<file path="src/rtl/bvcal_pkg.sv">
package bvcal_pkg;

    typedef enum logic [1:0] {
        CAL_IDLE  = 2'd0,
        CAL_SWEEP = 2'd1,
        CAL_DONE  = 2'd2
    } cal_state_e;

    typedef struct packed {
        logic captured;
        logic failed;
    } pix_flags_t;

    function automatic int clamp_int(input int v, input int lo, input int hi);
        if (v > hi)
            return hi;
        else if (v < lo)
            return lo;
        return v;
    endfunction

endpackage

</file>
<file path="src/rtl/bvcal_det_filter.sv">
module bvcal_det_filter #(
    parameter int SYNC_STAGES = 2
) (
    input  logic clk,
    input  logic rst,
    input  logic det_i,
    output logic hit_o
);
    logic [SYNC_STAGES:0] chain_q;

    always_ff @(posedge clk) begin
        if (rst)
            chain_q <= '0;
        else
            chain_q <= {chain_q[SYNC_STAGES-1:0], det_i};
    end

    // Two consecutive synchronized samples must both be high
    assign hit_o = chain_q[SYNC_STAGES] & chain_q[SYNC_STAGES-1];

    assert_glitch_reject_R6: assert property (@(posedge clk) disable iff (rst)
        hit_o |-> ($past(det_i, SYNC_STAGES) && $past(det_i, SYNC_STAGES + 1)));

endmodule

</file>
<file path="src/rtl/bvcal_seq.sv">
module bvcal_seq
    import bvcal_pkg::*;
(
    input  logic clk,
    input  logic rst,
    input  logic cal_start_i,
    input  logic sweep_end_i,
    output logic active_o,
    output logic finish_o,
    output logic done_o
);
    cal_state_e state_q, state_d;

    always_comb begin
        state_d = state_q;
        case (state_q)
            CAL_IDLE:  if (cal_start_i) state_d = CAL_SWEEP;
            CAL_SWEEP: if (sweep_end_i) state_d = CAL_DONE;
            CAL_DONE:  state_d = CAL_DONE;
            default:   state_d = CAL_IDLE;
        endcase
    end

    always_ff @(posedge clk) begin
        if (rst)
            state_q <= CAL_IDLE;
        else
            state_q <= state_d;
    end

    assign active_o = (state_q == CAL_SWEEP);
    assign finish_o = active_o & sweep_end_i;
    assign done_o   = (state_q == CAL_DONE);

    assert_arm_on_start_R2: assert property (@(posedge clk) disable iff (rst)
        (state_q == CAL_IDLE && cal_start_i) |=> active_o);

    assert_done_on_end_R8: assert property (@(posedge clk) disable iff (rst)
        finish_o |=> done_o);

    assert_done_sticky_R8: assert property (@(posedge clk) disable iff (rst)
        done_o |=> done_o);

    assert_idle_end_ignored_R8: assert property (@(posedge clk) disable iff (rst)
        (state_q == CAL_IDLE && !cal_start_i) |=> !done_o);

endmodule

</file>
<file path="src/rtl/bvcal_pixel.sv">
module bvcal_pixel
    import bvcal_pkg::*;
#(
    parameter int BIN_W   = 6,
    parameter int CODE_W  = 5,
    parameter int REF_BIN = 20
) (
    input  logic              clk,
    input  logic              rst,
    input  logic              active_i,
    input  logic              finish_i,
    input  logic              hit_i,
    input  logic [BIN_W-1:0]  bin_i,
    output logic [CODE_W-1:0] corr_o,
    output logic              fail_o
);
    localparam int CODE_MAX = (1 << (CODE_W - 1)) - 1;
    localparam int CODE_MIN = -(1 << (CODE_W - 1));

    pix_flags_t         flags_q;
    logic [CODE_W-1:0]  corr_q;
    logic [CODE_W-1:0]  corr_new;
    int                 diff;

    always_comb begin
        diff     = REF_BIN - int'(bin_i);
        corr_new = CODE_W'(clamp_int(diff, CODE_MIN, CODE_MAX));
    end

    always_ff @(posedge clk) begin
        if (rst) begin
            flags_q <= '0;
            corr_q  <= '0;
        end else if (!flags_q.captured && !flags_q.failed) begin
            if (active_i && hit_i) begin
                flags_q.captured <= 1'b1;
                corr_q           <= corr_new;
            end else if (finish_i) begin
                flags_q.failed <= 1'b1;
                corr_q         <= '0;
            end
        end
    end

    assign corr_o = corr_q;
    assign fail_o = flags_q.failed;

    assert_capture_in_sweep_R2: assert property (@(posedge clk) disable iff (rst)
        $rose(flags_q.captured) |-> $past(active_i));

    assert_first_event_held_R5: assert property (@(posedge clk) disable iff (rst)
        flags_q.captured |=> (flags_q.captured && $stable(corr_o)));

    assert_fail_zero_R7: assert property (@(posedge clk) disable iff (rst)
        fail_o |-> (corr_o == '0));

    assert_fail_needs_end_R7: assert property (@(posedge clk) disable iff (rst)
        $rose(fail_o) |-> $past(finish_i));

endmodule

</file>
<file path="src/rtl/bvcal_array.sv">
module bvcal_array
    import bvcal_pkg::*;
#(
    parameter int NPIX        = 4,
    parameter int BIN_W       = 6,
    parameter int CODE_W      = 5,
    parameter int REF_BIN     = 20,
    parameter int SYNC_STAGES = 2
) (
    input  logic                   clk,
    input  logic                   rst,
    input  logic                   cal_start,
    input  logic                   sweep_end,
    input  logic [BIN_W-1:0]       bin_idx,
    input  logic [NPIX-1:0]        detect,
    output logic [NPIX*CODE_W-1:0] corr_code,
    output logic [NPIX-1:0]        fail,
    output logic                   done
);
    localparam int BIN_DLY = SYNC_STAGES;

    logic active, finish;
    logic [BIN_W-1:0] bin_pipe_q [BIN_DLY];
    logic [BIN_W-1:0] bin_aligned;

    bvcal_seq seq_i (
        .clk         (clk),
        .rst         (rst),
        .cal_start_i (cal_start),
        .sweep_end_i (sweep_end),
        .active_o    (active),
        .finish_o    (finish),
        .done_o      (done)
    );

    // Delay the bin bus to line up with the detect filter latency
    always_ff @(posedge clk) begin
        if (rst) begin
            for (int i = 0; i < BIN_DLY; i++)
                bin_pipe_q[i] <= '0;
        end else begin
            bin_pipe_q[0] <= bin_idx;
            for (int i = 1; i < BIN_DLY; i++)
                bin_pipe_q[i] <= bin_pipe_q[i-1];
        end
    end

    assign bin_aligned = bin_pipe_q[BIN_DLY-1];

    for (genvar p = 0; p < NPIX; p++) begin : g_pix
        logic hit;

        bvcal_det_filter #(.SYNC_STAGES(SYNC_STAGES)) filt_i (
            .clk   (clk),
            .rst   (rst),
            .det_i (detect[p]),
            .hit_o (hit)
        );

        bvcal_pixel #(
            .BIN_W   (BIN_W),
            .CODE_W  (CODE_W),
            .REF_BIN (REF_BIN)
        ) pix_i (
            .clk      (clk),
            .rst      (rst),
            .active_i (active),
            .finish_i (finish),
            .hit_i    (hit),
            .bin_i    (bin_aligned),
            .corr_o   (corr_code[p*CODE_W +: CODE_W]),
            .fail_o   (fail[p])
        );
    end

    assert_frozen_after_done_R9: assert property (@(posedge clk) disable iff (rst)
        done |=> ($stable(corr_code) && $stable(fail)));

    assert_reset_clear_R1: assert property (@(posedge clk)
        rst |=> (!done && fail == '0 && corr_code == '0));

endmodule

</file>
<file path="config.mk">
export PLATFORM = sky130hd
export DESIGN_NAME = bvcal_array
export DESIGN_NICKNAME = d
export VERILOG_FILES = /design/src/rtl/bvcal_pkg.sv /design/src/rtl/bvcal_det_filter.sv /design/src/rtl/bvcal_seq.sv /design/src/rtl/bvcal_pixel.sv /design/src/rtl/bvcal_array.sv
export SDC_FILE = /design/constraint.sdc
export NUM_CORES = 1
export LEC_CHECK = 0
export ABC_CLOCK_PERIOD_IN_PS = 4900
export BUFFER_PORTS_ARGS = -buffer_cell sky130_fd_sc_hd__buf_2
export CAP_MARGIN = 25
export CORE_UTILIZATION = 40
export CTS_CLUSTER_SIZE = 10
export DETAILED_ROUTE_END_ITERATION = 8
export PLACE_DENSITY = 0.7
export SLEW_MARGIN = 40
export SYNTH_ARGS = -nofsm -noshare
export SYNTH_HDL_FRONTEND = slang
export SYNTH_SLANG_ARGS = --single-unit
</file>
<file path="constraint.sdc">
create_clock -name clk -period 4.9 [get_ports clk]
set_input_delay 0.49 -clock clk [delete_from_list [all_inputs] [get_ports clk]]
set_output_delay 0.49 -clock clk [all_outputs]
set_load 0.03 [all_outputs]
</file>
==> results.txt, run 1 <==
CTS saw 54 sinks. Counting instances, the worst hold path has a depth of 2. Global routing used 15.4% of the available tracks. The time the final worst path needs with I/O delays and setup works out to 1.87 ns. The flow ran to the end, and the final reports show no timing, DRC or antenna violations.

At the end of routability-driven placement, the weighted congestion stood at 0.846. The library cells used most frequently in the layout, excluding fill and tap cells, are 54 x sky130_fd_sc_hd__dfxtp_1, 37 x sky130_fd_sc_hd__buf_2, 25 x sky130_fd_sc_hd__nor2b_1. Setup repair after global routing left no endpoint under its margin. The floorplan step set the die height to 76.1 µm.

In this design, the stage delay of the slowest critical-path cell is 0.49 ns. The synthesized design spends more area on one cell type than any other, namely sky130_fd_sc_hd__dfxtp_1. At the worst endpoint, the arrival time is 2.09 ns.

The signal on the critical path passes through inv_1, ha_1, nand3_1, or3_1, o31ai_1. The per-cell routed wire length is 12.8 µm. After routing, the total negative slack on setup checks comes to 0 ns. Setup violations remaining at the end of the flow were counted as 0. The run gives 324 as the number of cells in the design after placement.

Across all layers, the routed design uses 1,656 vias. From synthesis to final layout, the design area changed by 13.2%. STA classifies the critical path startpoint as a flip-flop.

The run gives 0 as the post-CTS setup buffer count. The path class of the tightest hold or removal check is in2reg. The tools report the max-capacitance violation count as 0.

The simple-gate share of the synthesized area is 26.2%. The endpoint identified for the worst register-to-register timing path is g_pix[0].pix_i.corr_o[1]$_SDFFE_PP0P_. CTS built an H-tree with a depth of 2.

The path with the worst hold slack has its endpoint at g_pix[0].filt_i.chain_q[0]$_SDFF_PP0_. The switching power was 0.212 mW. The total clock buffers created by CTS is 5, and the total die area is 5780 µm². The clock reaches the later pin of the worst-skew pair after 0.31 ns. The floorplan step set the die width to 76.1 µm.

The logs give 80 for the violation count after the first detailed-routing iteration and 1,443 for the number of global-route vias before repair. After clock tree synthesis, the clock-pin slew on the worst setup and hold paths is 0.10 ns. The slowest cell on the critical path is sky130_fd_sc_hd__or3_1.

The worst pin sits at a relative slew slack of 68.3%. For flop-to-flop paths, the worst setup slack is 3.03 ns. After synthesis, the largest family of logic cells by area is simple AND/OR/NAND/NOR gates.

The kind of cell with the highest combined delay along the critical path is simple AND/OR/NAND/NOR gates. The logs give 2190 µm² for the combined area of all synthesized cells and 2 for the clock tree buffer depth. Gates resized during post-CTS repair numbered 0. The logs give 0 for the max-slew violation count and 32.9% for the power share of the clock group.

39 I/O pins were placed. The register share of total power is 56.3%. The total overflow left after global routing is 0. The initial antenna violation count came out at 0. Largest net degree at the start of global routing: 51.

For the global-route wire length before repair, the log shows 7.03 mm. The worst register-to-register path begins at seq_i.state_q[1]$_SDFFE_PP0P_. The tools report the antenna diode count as 0. Number of failing hold endpoints at the final stage: 0. Net switching is 25.6% of the power.

The worst setup path is captured at a flip-flop. The run gives 5.12 ns as the data required time of the worst path. Leaving out fill and tap cells, the most frequent cell in the layout is sky130_fd_sc_hd__dfxtp_1.

The power density over the cells was 334 nW/µm²; the filler-free cell count of the finished design was 332. Counting every instance in the synthesized netlist gives 233. For this block, the routed nets add up to 4.26 mm of wire. In this run the mean area of a mapped cell was 9.41 µm².

The area share of the largest cell type after synthesis came out at 49.3%. Counting flops and latches in the post-synthesis netlist gives 54. The cell sitting at the root of the clock tree is a sky130_fd_sc_hd__clkbuf_8.

The synthesized netlist devotes 16.0% of its cell area to compound gates. The tools report the site row count as 26. In this run the most critical hold path is launched from detect[0]. The number of iterations in the first detailed-routing pass is 4. The count of nets left with antenna violations once routing finished came out at 0. In this run the tool buffered the top-level ports with 38 buffer cells. Across the VDD grid, the largest voltage drop is 0.000133 V.

The portion of the post-synthesis area used by sequential elements is 49.3%. The count of buffering cells on the critical path with inverters included was 1; the adder-cell area share of the yosys netlist was 2.74%. TritonCTS built the clock tree. The critical path class is reg2reg.

The worst-margin pin slew was 0.476 ns; the hold buffer count at CTS was 0. The logs give 0.534 GHz for the timing-limited maximum frequency and 279 for the number of nets in the final layout. For this run, the number of Yosys warnings is 0. The maximum fanout along the worst path was 12; the area of the core was 5200 µm². Counting the fill cells in the layout gives 515. Dividing the detail-routed via count by the number of cells gives 4.99.

The cell-internal power is 0.618 mW, and the share of the synthesized netlist area taken by xor and xnor gates is 0%. The mux share of post-synthesis cell area was 0%; the depth of the most critical reg-to-reg path was 5. The share of cells above drive strength 1 is 22.1%, and the detailed placer's ending HPWL is 2.96 mm.

After detailed routing, the number of remaining DRC violations is 0. The number of different library cells used by synthesis comes to 43. The logs give 0.987 nW for the reported leakage power and 42.1% for the starting utilization of the core area. Ranked by total cell area, the synthesized netlist is headed by sky130_fd_sc_hd__dfxtp_1 49%, sky130_fd_sc_hd__nor2b_1 7.1%, sky130_fd_sc_hd__nand3_1 4.6%, sky130_fd_sc_hd__o31ai_1 4.4%, sky130_fd_sc_hd__nor2_1 4.1%. Across the routed clock network, the largest skew measured is 0.0108 ns. When the netlist entered floorplanning its net count stood at 251. The share of total power dissipated in combinational logic is 10.8%.

In the finished design, the share of the clock period the worst path needs comes to 38.2%.
metrics by stage:
step | hold WS [ns] | instance area (µm²) | setup slack (ns) | total power, mW | util, %
floorplan | 0.414 | 2190 | 3.30 | 0.550 | -
global placement | 0.418 | 2370 | 3.03 | 0.566 | 45.6
detailed placement | 0.420 | 2370 | 3.04 | 0.567 | 45.6
CTS | 0.369 | 2480 | 3.01 | 0.839 | 47.6
global route | 0.377 | 2480 | 2.86 | 0.868 | 47.7
finish | 0.377 | 2480 | 3.03 | 0.830 | 47.7
how the worst max path moves through the flow:
stage	startpoint	endpoint	slack, ns	cells after the start
after floorplan	bin_pipe_q[0][6]$_SDFF_PP0_	g_pix[2].pix_i.corr_o[3]$_SDFFE_PP0P_	3.30	6
after global placement	seq_i.state_q[1]$_SDFFE_PP0P_	g_pix[0].pix_i.corr_o[2]$_SDFFE_PP0P_	3.03	6
after detailed placement	seq_i.state_q[1]$_SDFFE_PP0P_	g_pix[0].pix_i.corr_o[1]$_SDFFE_PP0P_	3.04	5
after CTS	seq_i.state_q[1]$_SDFFE_PP0P_	g_pix[0].pix_i.corr_o[1]$_SDFFE_PP0P_	3.01	5
after global routing	seq_i.state_q[1]$_SDFFE_PP0P_	g_pix[0].pix_i.corr_o[1]$_SDFFE_PP0P_	2.86	5
final	seq_i.state_q[1]$_SDFFE_PP0P_	g_pix[0].pix_i.corr_o[1]$_SDFFE_PP0P_	3.03	5
logic make-up (layout without fill, tap and decap cells):
family,count (synthesis),in the layout
DFF,54,54
buffers and inverters,25,54
adders and majority gates,5,5
and+or+nand+nor,101,101
AOI/OAI and AO/OA,48,48
per-layer routing:
| layer | GRT usage, % | share of wire (%) | up-vias |
|---|---|---|---|
| met5 | 0 | 0 | - |
| met4 | 6.35 | 1.7 | 0 |
| met3 | 4.55 | 7.2 | 6 |
| met2 | 24.7 | 45 | 55 |
| met1 | 19.4 | 46 | 731 |
| li1 | - | - | 864 |
sequential cells by signal, summed over array words and instances (netlist names):
signal                flops
bin_pipe_q               12
g_pix.filt_i.chain_q     12
g_pix.pix_i.corr_o       20
g_pix.pix_i.fail_o        4
g_pix.pix_i.flags_q       4
seq_i.state_q             2
cells in the mapped netlist (all sizes together):
master and instances:
dfxtp 54, nor2 25, nor2b 25, nand3 21
a21oi 14, o31ai 13, buf 10, nand2 9
inv 8, clkbuf 7, o21ai 7, ha 4
a211oi 3, nand2b 3, nor4bb 3, or3 3
a2111oi 2, a21o 2, a31oi 2, and3 2
nand4 2, nor3 2, nor3b 2, nor4b 2
a221oi 1, a311oi 1, and2b 1, maj3 1
o2111ai 1, o21a 1, o21bai 1, or3b 1
layout make-up:
cell class | instances | area (µm²) | area share [%]
inverters | 8 | 30.0 | 1.21
multi-input cells | 154 | 986 | 39.7
clock inverters | 1 | 8.76 | 0.353
well taps | 70 | 87.6 | 3.53
clock buffers | 7 | 96.3 | 3.88
flip-flops and latches | 54 | 1080 | 43.5
repair buffers | 38 | 193 | 7.76
power groups by stage:
stage | sequential, mW | clock (mW) | combinational [mW]
floorplan | 0.472 | 0 | 0.0782
global placement | 0.477 | 0 | 0.0893
detailed placement | 0.477 | 0 | 0.0899
CTS | 0.467 | 0.282 | 0.0905
global route | 0.469 | 0.299 | 0.0998
finish | 0.467 | 0.273 | 0.0897
(Power assumes the default switching activity.)
==> inputs of run 2 (changes only) <==
--- a/config.mk
+++ b/config.mk
@@ -5,13 +5,14 @@
 export SDC_FILE = /design/constraint.sdc
 export NUM_CORES = 1
 export LEC_CHECK = 0
-export ABC_CLOCK_PERIOD_IN_PS = 4900
+export ABC_AREA = 1
+export ABC_CLOCK_PERIOD_IN_PS = 1600
 export BUFFER_PORTS_ARGS = -buffer_cell sky130_fd_sc_hd__buf_2
 export CAP_MARGIN = 25
 export CORE_UTILIZATION = 40
 export CTS_CLUSTER_SIZE = 10
 export DETAILED_ROUTE_END_ITERATION = 8
-export PLACE_DENSITY = 0.7
+export PLACE_DENSITY = 0.73
 export SLEW_MARGIN = 40
 export SYNTH_ARGS = -nofsm -noshare
 export SYNTH_HDL_FRONTEND = slang
==> constraint.sdc (replaced) <==
create_clock -name clk -period 1.6 [get_ports clk]
set_input_delay 0.16 -clock clk [delete_from_list [all_inputs] [get_ports clk]]
set_output_delay 0.16 -clock clk [all_outputs]
set_load 0.03 [all_outputs]
==> results.txt, run 2 <==
The worst setup slack after layout is 0.0934 ns (-2.93 ns). The worst hold path belongs to the class in2reg. On the critical path, the stage with the largest delay is an instance of sky130_fd_sc_hd__dfxtp_2.

The number of nets in the final layout is 345 (+24%), and the count of input and output buffers is 38 (unchanged). Die boundary height: 75.7 µm (-0.47%). The area share of the largest cell type after synthesis is 49.8% (+0.48 points), and the setup slack of the worst register-to-register path is 0.09 ns (-2.93 ns). The count of flip-flops with a built-in enable after synthesis is 0 (unchanged), and the sum of negative setup slack is 0 ns (unchanged). For the combined global-route utilization of all metal layers, the log shows 15.2% (-0.19 points). For this run, the leading register cell type out of synthesis is sky130_fd_sc_hd__dfxtp_1. Clock tree buffer depth: 2 (unchanged). The top cell types in the final layout, fill and taps aside, are 60 x sky130_fd_sc_hd__nand2_1, 52 x sky130_fd_sc_hd__dfxtp_1, 48 x sky130_fd_sc_hd__inv_1. The logs give 0 (unchanged) for the overflow left after global routing and 2 (unchanged) for the number of H-tree branching levels.

The initial antenna violation count came out at 0 (unchanged). The depth of the most critical reg-to-reg path came out at 10 (+5). The run gives 2170 µm² (-0.97%) as the combined area of all synthesized cells. The data required time of the worst path is 1.85 ns (-3.27 ns), and the register bit count reported by yosys is 54 (unchanged). The run gives 2.83 mm (-4.5%) as the detailed placer's ending HPWL.

The highest ir drop seen on vdd came out at 0.000503 V (+280%). The worst setup slack before clock tree synthesis was -0.0663 ns (-3.10 ns); the worst-margin pin slew was 0.347 ns (-0.129 ns). The most common library cell in the layout ignoring fill and taps is sky130_fd_sc_hd__nand2_1. The register area was 1080 µm² (+0.23%).

The tools report the net count of the mapped netlist as 302 (+20%). The run gives 6.46 mm (-8.1%) as the global-route wire length before repair. For the data arrival time of the worst path, the log shows 1.76 ns (-0.33 ns). The layer flagged by global routing as most heavily used is met2. Among all cell types in the netlist, the one instantiated most often is sky130_fd_sc_hd__nand2_1. The tools report the distinct cell type count of the synthesized netlist as 19 (-56%). The logs give 25.1% (+0.37 points) for the fraction of met2 tracks used by global routing and 283 (+21%) for the post-synthesis instance total. Total clock buffers created by CTS: 5 (unchanged). The commonest cells after synthesis are 61 x sky130_fd_sc_hd__nand2_1, 54 x sky130_fd_sc_hd__dfxtp_1, 50 x sky130_fd_sc_hd__inv_1. The tree is rooted in a sky130_fd_sc_hd__clkbuf_8.

The critical hold path startpoint was detect[2]. The average cell area after synthesis was 7.68 µm² (-18%). The number of global-route vias before repair is 1,529 (+6.0%), and the number of fill cells is 496 (-3.7%). Traced cell by cell, the critical path runs through buf_4, ha_1, nand3b_1, nor2_1, nand3_1, nand3_2, nand2_4, nand2_2, nand2_1, a21oi_2. The tools report the number of top-level pins as 39 (unchanged). Total DRC errors in the routed layout: 0 (unchanged). Category of the worst setup path capture point: a flip-flop.

The number of cells traversed by the worst hold path was 3 (+1). The largest net degree at the start of global routing is 55 (+7.8%), and the number of iterations in the first detailed-routing pass is 4 (unchanged). The run gives 5170 µm² (-0.62%) as the area of the core.

The startpoint of the worst register-to-register path was bin_pipe_q[0][6]$_SDFF_PP0_. The clock latency on the worst-skew pair is 0.31 ns (about the same), and the async set-reset flop share out of synthesis is 0% (unchanged). Power density over the cells: 1140 nW/µm² (+240%). The clock sink count is 54 (unchanged).

The site row count was 26 (unchanged); the clock slew seen by the registers of the worst setup and hold paths was 0.10 ns (about the same). The timing-limited maximum frequency was 0.664 GHz (+24%); the die extent in x was 75.7 µm (-0.47%). The total die area was 5730 µm² (-0.94%). The number of vias per cell after detailed routing is 4.33 (-13%), and the number of failing hold endpoints at the final stage is 0 (unchanged). The layout overhead on the synthesized area came out at 21.0%.

For the total number of vias, the log shows 1,718 (+3.7%). The tools report the launch point of the worst path as bin_pipe_q[0][6]$_SDFF_PP0_. The remaining max-slew budget at the tightest pin came out at 76.6% (+8.4 points). In the post-synthesis netlist, the biggest area contributors are sky130_fd_sc_hd__dfxtp_1 50%, sky130_fd_sc_hd__nand2_1 11%, sky130_fd_sc_hd__inv_1 8.6%, sky130_fd_sc_hd__nor2_1 7.4%, sky130_fd_sc_hd__a21oi_2 6.5%. Setup repair after global routing could not meet its margin everywhere. Summed over all instances, the cell type with the most area after synthesis is sky130_fd_sc_hd__dfxtp_1. The run gives 0 (unchanged) as the max-slew violation count. Capturing point of the worst reg2reg path: g_pix[0].pix_i.corr_o[3]$_SDFFE_PP0P_. The final period utilization came out at 94.2% (+56 points).

The share of cells above drive strength 1 is 28.1% (+6.0 points). Max-capacitance violation count: 0 (unchanged). The critical path class is reg2reg.

For the clock tree skew after final layout, the log shows 0.00830 ns (-0.00255 ns). The fraction of met3 tracks used by global routing is 4.37% (-0.19 points). Total of warnings raised by yosys: 0 (unchanged).

For the violation count after the first detailed-routing iteration, the log shows 98 (+23%). The aggregate routed wire length is 3.91 mm (-8.2%). TritonCTS built the clock tree.

The reported leakage power was 1.23 nW (+25%). The worst hold path terminates at g_pix[2].filt_i.chain_q[0]$_SDFF_PP0_. For the final setup violation count, the log shows 0 (unchanged). The met1 layer usage reported by global route was 18.3% (-1.1 points); the starting utilization of the core area was 42.0% (-0.15 points). The total area of multi-input combinational cells is 881 µm² (-11%). The run finished with clean final reports.

The last weighted congestion value of the routability-driven placer came out at 0.738 (-13%). Time the final worst path needs with I/O delays and setup: 1.51 ns (-0.365 ns). The per-cell routed wire length was 9.85 µm (-23%); the largest stage delay on the critical path was 0.33 ns (-0.16 ns). For the remaining antenna violation count, the log shows 0 (unchanged). The flip-flop count of the largest register after layout is 20 (unchanged), and the antenna diode count is 0 (unchanged). The portion of the post-synthesis area used by sequential elements is 49.8% (+0.48 points), and the maximum fanout along the worst path is 4 (-8). STA classifies the critical path startpoint as a flip-flop.
## run 2: cell types whose count changed after synthesis, moves of 13 or more
cell | before | now
sky130_fd_sc_hd__nand2_1 | 9 | 61
sky130_fd_sc_hd__inv_1 | 8 | 50
sky130_fd_sc_hd__nor2b_1 | 25 | 0
sky130_fd_sc_hd__nor2_1 | 24 | 43
sky130_fd_sc_hd__a21oi_2 | 1 | 16
sky130_fd_sc_hd__o31ai_1 | 13 | 0
## run 2: worst max-delay path, delay by kind of cell, from the launching register on
kind	cells	cell delay, ns
AO/OA/AOI/OAI	1	0.11
adder cells (fa/ha/maj)	1	0.18
buffers and inverters	1	0.14
flip-flops	1	0.33
AND/OR/NAND/NOR	7	0.67
## run 2: metrics by stage
stage / cells / util (%) / hold WS, ns / power, mW / cell area [µm²]
floorplan: 283 / - / 0.267 / 1.89 / 2170
global placement: 389 / 47.8 / 0.359 / 2.02 / 2470
detailed placement: 389 / 47.8 / 0.367 / 2.04 / 2470
global route: 397 / 50.8 / 0.0391 / 3.18 / 2630
finish: 397 / 50.8 / 0.0455 / 3.00 / 2630
CTS: 397 / 50.1 / 0.0327 / 3.01 / 2590
## run 2: logic make-up (layout without fill, tap and decap cells)
kind of cell / count (synthesis) / count (layout) / synth area share (%)
simple gates: 130 / 130 / 25.5
flops: 54 / 54 / 49.8
fa+ha+maj: 5 / 5 / 2.88
buf+inv: 61 / 105 / 11.2
compound gates: 33 / 33 / 10.6
## run 2: per-layer routing
metal	routed length (µm)	vias up
li1	-	931
met1	1820	756
met2	1890	27
met3	130	4
met4	71	0
met5	0	-
## run 2: power by group
| part | switching (mW) | internal [mW] | leakage (nW) |
|---|---|---|---|
| clock network | 0.448 | 0.515 | 0.0618 |
| logic | 0.360 | 0.213 | 0.730 |
| registers | 0.0438 | 1.42 | 0.441 |
## run 2: worst max-delay path by stage
| stage | endpoint | slack (ns) | cells past startpoint |
|---|---|---|---|
| 4_1_cts | g_pix[0].pix_i.corr_o[1]$_SDFFE_PP0P_ | 0.02 | 13 |
| 3_5_place_dp | g_pix[2].pix_i.corr_o[0]$_SDFFE_PP0P_ | -0.07 | 7 |
| 3_3_place_gp | g_pix[2].pix_i.corr_o[2]$_SDFFE_PP0P_ | -0.04 | 7 |
| 5_1_grt | g_pix[0].pix_i.corr_o[1]$_SDFFE_PP0P_ | -0.03 | 13 |
| 2_1_floorplan | g_pix[3].pix_i.corr_o[0]$_SDFFE_PP0P_ | 0.09 | 12 |
| 6_report | g_pix[0].pix_i.corr_o[3]$_SDFFE_PP0P_ | 0.09 | 10 |
## run 2: what timing repair did
item	in CTS	in global routing
resized for setup	3	11
setup endpoints to repair	15	20
hold buffers	0	0
endpoints found under the hold margin	0	0
pin swaps	0	5
setup buffers	0	0
## run 2: cell type report
type                       instances  area share (%)
sequential                        54            41.2
multi-input combinational        168            33.5
timing repair buffer              46            10.0
inverter                          51            7.29
tap                               70            3.33
clock buffer                       6            3.14
clock inverter                     2            1.48
